$ cat src/rtl/pkey_pkg.sv
package pkey_pkg;
  localparam int PK_KEY_W   = 4;
  localparam int PK_KEY_LSB = 59;
  localparam int PK_ENTRY_W = 64;
  localparam int PK_SEL_W   = 32;
  localparam int PK_NUM_KEYS = 1 << PK_KEY_W;
  localparam int PK_RIGHTS_W = 2 * PK_NUM_KEYS;

  typedef struct packed {
    logic wrStrobe;
    logic rdStrobe;
  } rightsCtl_t;
endpackage

$ cat src/rtl/pkey_ctl.sv
module pkey_ctl
  import pkey_pkg::*;
#(
  parameter int SEL_W = PK_SEL_W
) (
  input  logic             regWrEn,
  input  logic             regRdEn,
  input  logic [SEL_W-1:0] regSel,
  output rightsCtl_t       ctl
);
  logic selOk;

  always_comb begin
    selOk        = (regSel == '0);
    ctl.wrStrobe = regWrEn && selOk;
    ctl.rdStrobe = regRdEn && selOk;
  end
endmodule

$ cat src/rtl/pkey_dp.sv
module pkey_dp
  import pkey_pkg::*;
#(
  parameter int KEY_W   = PK_KEY_W,
  parameter int KEY_LSB = PK_KEY_LSB,
  parameter int ENTRY_W = PK_ENTRY_W
) (
  input  logic                   clk,
  input  logic                   rstN,
  input  rightsCtl_t             ctl,
  input  logic [2*(1<<KEY_W)-1:0] regWrData,
  output logic [2*(1<<KEY_W)-1:0] regRdData,
  output logic [2*(1<<KEY_W)-1:0] rightsQ,
  input  logic [ENTRY_W-1:0]     pageEntry,
  input  logic                   userPage,
  input  logic                   accSuper,
  input  logic                   accWrite,
  input  logic                   keysOn,
  input  logic                   supWpOn,
  output logic                   allow,
  output logic                   keyFault,
  output logic [KEY_W-1:0]       faultKey
);
  localparam int NUM_KEYS = 1 << KEY_W;
  localparam int RIGHTS_W = 2 * NUM_KEYS;

  function automatic logic [RIGHTS_W-1:0] initRights();
    logic [RIGHTS_W-1:0] v;
    v = '0;
    for (int i = 1; i < NUM_KEYS; i++) v[2*i] = 1'b1;
    return v;
  endfunction

  localparam logic [RIGHTS_W-1:0] RESET_RIGHTS = initRights();

  logic [NUM_KEYS-1:0] adVec;
  logic [NUM_KEYS-1:0] wdVec;
  logic [KEY_W-1:0]    key;
  logic                adBit;
  logic                wdBit;
  logic                wrBlocked;
  logic                deny;

  always_ff @(posedge clk or negedge rstN) begin
    if (!rstN)             rightsQ <= RESET_RIGHTS;
    else if (ctl.wrStrobe) rightsQ <= regWrData;
  end

  assign regRdData = ctl.rdStrobe ? rightsQ : '0;

  for (genvar k = 0; k < NUM_KEYS; k++) begin : g_keyField
    assign adVec[k] = rightsQ[2*k];
    assign wdVec[k] = rightsQ[2*k+1];
  end

  always_comb begin
    key       = pageEntry[KEY_LSB +: KEY_W];
    adBit     = adVec[key];
    wdBit     = wdVec[key];
    wrBlocked = accWrite && wdBit && (!accSuper || supWpOn);
    deny      = keysOn && userPage && (adBit || wrBlocked);
    allow     = !deny;
    keyFault  = deny;
    faultKey  = deny ? key : '0;
  end
endmodule

$ cat src/rtl/pkey_access_check.sv
module pkey_access_check
  import pkey_pkg::*;
(
  input  logic                   clk,
  input  logic                   rstN,
  input  logic                   regWrEn,
  input  logic                   regRdEn,
  input  logic [PK_SEL_W-1:0]    regSel,
  input  logic [PK_RIGHTS_W-1:0] regWrData,
  output logic [PK_RIGHTS_W-1:0] regRdData,
  input  logic [PK_ENTRY_W-1:0]  pageEntry,
  input  logic                   userPage,
  input  logic                   accSuper,
  input  logic                   accWrite,
  input  logic                   keysOn,
  input  logic                   supWpOn,
  output logic                   allow,
  output logic                   keyFault,
  output logic [PK_KEY_W-1:0]    faultKey
);
  rightsCtl_t             ctl;
  logic [PK_RIGHTS_W-1:0] rightsQ;

  pkey_ctl #(.SEL_W(PK_SEL_W)) u_ctl (
    .regWrEn(regWrEn),
    .regRdEn(regRdEn),
    .regSel (regSel),
    .ctl    (ctl)
  );

  pkey_dp #(.KEY_W(PK_KEY_W), .KEY_LSB(PK_KEY_LSB), .ENTRY_W(PK_ENTRY_W)) u_dp (
    .clk      (clk),
    .rstN     (rstN),
    .ctl      (ctl),
    .regWrData(regWrData),
    .regRdData(regRdData),
    .rightsQ  (rightsQ),
    .pageEntry(pageEntry),
    .userPage (userPage),
    .accSuper (accSuper),
    .accWrite (accWrite),
    .keysOn   (keysOn),
    .supWpOn  (supWpOn),
    .allow    (allow),
    .keyFault (keyFault),
    .faultKey (faultKey)
  );
endmodule

$ cat config.mk
export PLATFORM = sky130hd
export DESIGN_NAME = pkey_access_check
export DESIGN_NICKNAME = d
export VERILOG_FILES = /design/src/rtl/pkey_pkg.sv /design/src/rtl/pkey_ctl.sv /design/src/rtl/pkey_dp.sv /design/src/rtl/pkey_access_check.sv
export SDC_FILE = /design/constraint.sdc
export NUM_CORES = 1
export LEC_CHECK = 0
export CAP_MARGIN = 20
export CELL_PAD_IN_SITES_DETAIL_PLACEMENT = 2
export CELL_PAD_IN_SITES_GLOBAL_PLACEMENT = 2
export CORE_MARGIN = 2
export CORE_UTILIZATION = 35
export DETAILED_ROUTE_END_ITERATION = 16
export DONT_BUFFER_PORTS = 1
export HOLD_SLACK_MARGIN = 0.03
export PLACE_DENSITY_LB_ADDON = 0.1
export SETUP_SLACK_MARGIN = 0.05
export SLEW_MARGIN = 20
export SYNTH_ARGS = -nofsm -noshare
export SYNTH_HDL_FRONTEND = slang
export SYNTH_SLANG_ARGS = --single-unit
$ cat constraint.sdc
create_clock -name clk -period 4.7 [get_ports clk]
set_input_delay 0.705 -clock clk [delete_from_list [all_inputs] [get_ports clk]]
set_output_delay 0.705 -clock clk [all_outputs]
set_load 0.05 [all_outputs]
==> metrics.cfg <==
[synth]
synth_area_leaders=dfrtp_1 23%, dfstp_2 21%, mux2_1 19%
syn_area_per_cell_um2=12.5
yosys_register_bits=32
yosysWarnings=0
syn_inst=149
seq_area_frac_synth=0.440
yosysTopAreaCell=dfrtp_1
synthesis.area_um2=1860
synth_top_area_frac=0.229
synthDistinctLibCells=28
synth_fp_nets=286

[route]
vias_per_cell=5.60
wl_per_cell_um=22.6
drtPass1Iterations=3
drt_iter0_drc=23
postRouteAntennaNets=0
vias=1249
drc=0
wirelength_mm=5.04

[clocking]
clk_latency_ns=0.28
cts_repair_resize_count=0
max-clock-path-buffers=2
h-tree-depth=2
clock-root-buffer=clkbuf_8
postCtsSetupBuffers=0
hold_buffers=0
cts.sinks=32
cts_buffers=5
clkTransAtPathRegs_ns=0.07
cts_tree=done

[placement]
place_congestion=0.692
dp_hpwl_mm=3.98
pre_cts_ws_ns=1.22
portBuffers=0
place_area_um2=1970

[grt]
gr-total-overflow=0
grt_pass1_vias=1499
grt_antenna_before_repair=0
grt_pass1_wl_mm=8.02
grt_max_degree=33
grt.total_usage=0.179

[sta]
setup_violations=0
whs_ns=0.112
fin_crit_sh=0.734
fin_crit_ns=3.45
tns_ns=0
slew-limit-headroom=0.420
hold_violations=0
rsz0062_at_grt=no
fmax_mhz=290
final.setup.worst_slack_ns=1.25
maxSlewViolCount=0
skew_ns=0
worst_pin_slew_ns=0.865

[setup_path]
crit_path_end_kind=output port
crit_required_ns=3.99
critPathKind=primary input to output port
arrival_ns=2.75
start_kind=primary input
crit_fanout=21

[power]
powerDensity_nw_per_um2=278
total_power_uw=584
p_leak_uw=0.000945
ir_worst_vdd_v=0.000126

[floorplan]
die_w_um=76.9
rows=26
core_um2=5110
start_util=0.364
die_h_um=76.9
die_area_um2=5920
pin_count=175

[cells_and_area]
n_antenna_cell=0
areaGrowthSynthToFinish_pct=13.0
regArea_um2=820
layout_common_cells=32 x and2_1, 32 x mux2_1, 17 x dfrtp_1
reg_top3=u_dp.rightsQ x32
multi_input_area_um2=1020
top_register=u_dp.rightsQ
nets=289
drive_above_1_share=0.288
largest_reg_flops=32
num-fill-cells=537
final_area_um2=2100

[run_status]
status=finished, final reports clean

[job]
max_cap_viol_count=0

[min_path]
hp-class=primary input to asynchronous set/reset pin

[cell type report]
type	instances	share of cell area
multi-input combinational	104	0.483
sequential	32	0.390
clock buffer	7	0.0458
tap	70	0.0417
timing repair buffer	5	0.0179
clock inverter	1	0.0143
inverter	4	0.00714
[cell usage after synthesis (all sizes together)]
library cell,count
nor3,4
and2,32
nor2b,1
or2b,1
inv,4
or3,1
o221ai,2
mux2,34
nand4,2
dfrtp,17
dfstp,15
nor4b,3
clkbuf,3
mux4,6
nor4,8
and2b,1
buf,6
mux2i,4
a21boi,1
nand2,2
a211oi,2
[through the flow]
stage | util | instances
3_5_place_dp | 0.385 | 215
6_report | 0.412 | 223
2_1_floorplan | - | 149
5_1_grt | 0.412 | 223
3_3_place_gp | 0.385 | 215
4_1_cts | 0.410 | 223
[cell families (layout without fill, tap and decap cells)]
family                 count (synthesis)  in the layout  synth area share
AND/OR/NAND/NOR                       55             55             0.188
multiplexers                          44             44             0.304
flip-flops                            32             32             0.440
buffers and inverters                 13             17            0.0370
AO/OA/AOI/OAI                          5              5            0.0309
[worst paths after layout]
| path | slack [ns] | cells after the start | start | end |
|---|---|---|---|---|
| worst max-delay path | 1.25 | 5 | regSel[18] | regRdData[22] |
| worst min-delay path | 0.11 | 0 | rstN | u_dp.rightsQ[1] |
| worst max register to register | 3.89 | 1 | u_dp.rightsQ[19] | u_dp.rightsQ[19] |
| worst min register to register | 0.52 | 1 | u_dp.rightsQ[0] | u_dp.rightsQ[0] |
| max in group asynchronous | 4.41 | 0 | rstN | u_dp.rightsQ[28] |
| min in group clk | 0.52 | 1 | u_dp.rightsQ[0] | u_dp.rightsQ[0] |
[report_power, final]
group / internal [uW] / switching (uW) / total (uW)
logic: 8.73 / 11.3 / 20.0
registers: 276 / 0.00000188 / 276
clock network: 187 / 101 / 288
[worst max-delay path, cell delays in order]
cell and delay (ns):
nor4_1 0.33, nand4_1 0.26, nor3_2 0.62, buf_4 0.34, and2_1 0.48
[routing by layer]
metal  global-route usage  vias to the layer above  wire, um
li1                     -                      542         -
met1                0.197                      620      1900
met2                0.318                       80      2630
met3               0.0671                        7       448
met4               0.0545                        0        61
met5                    0                        -         0
No activity file was read; power rests on OpenSTA's default activity.
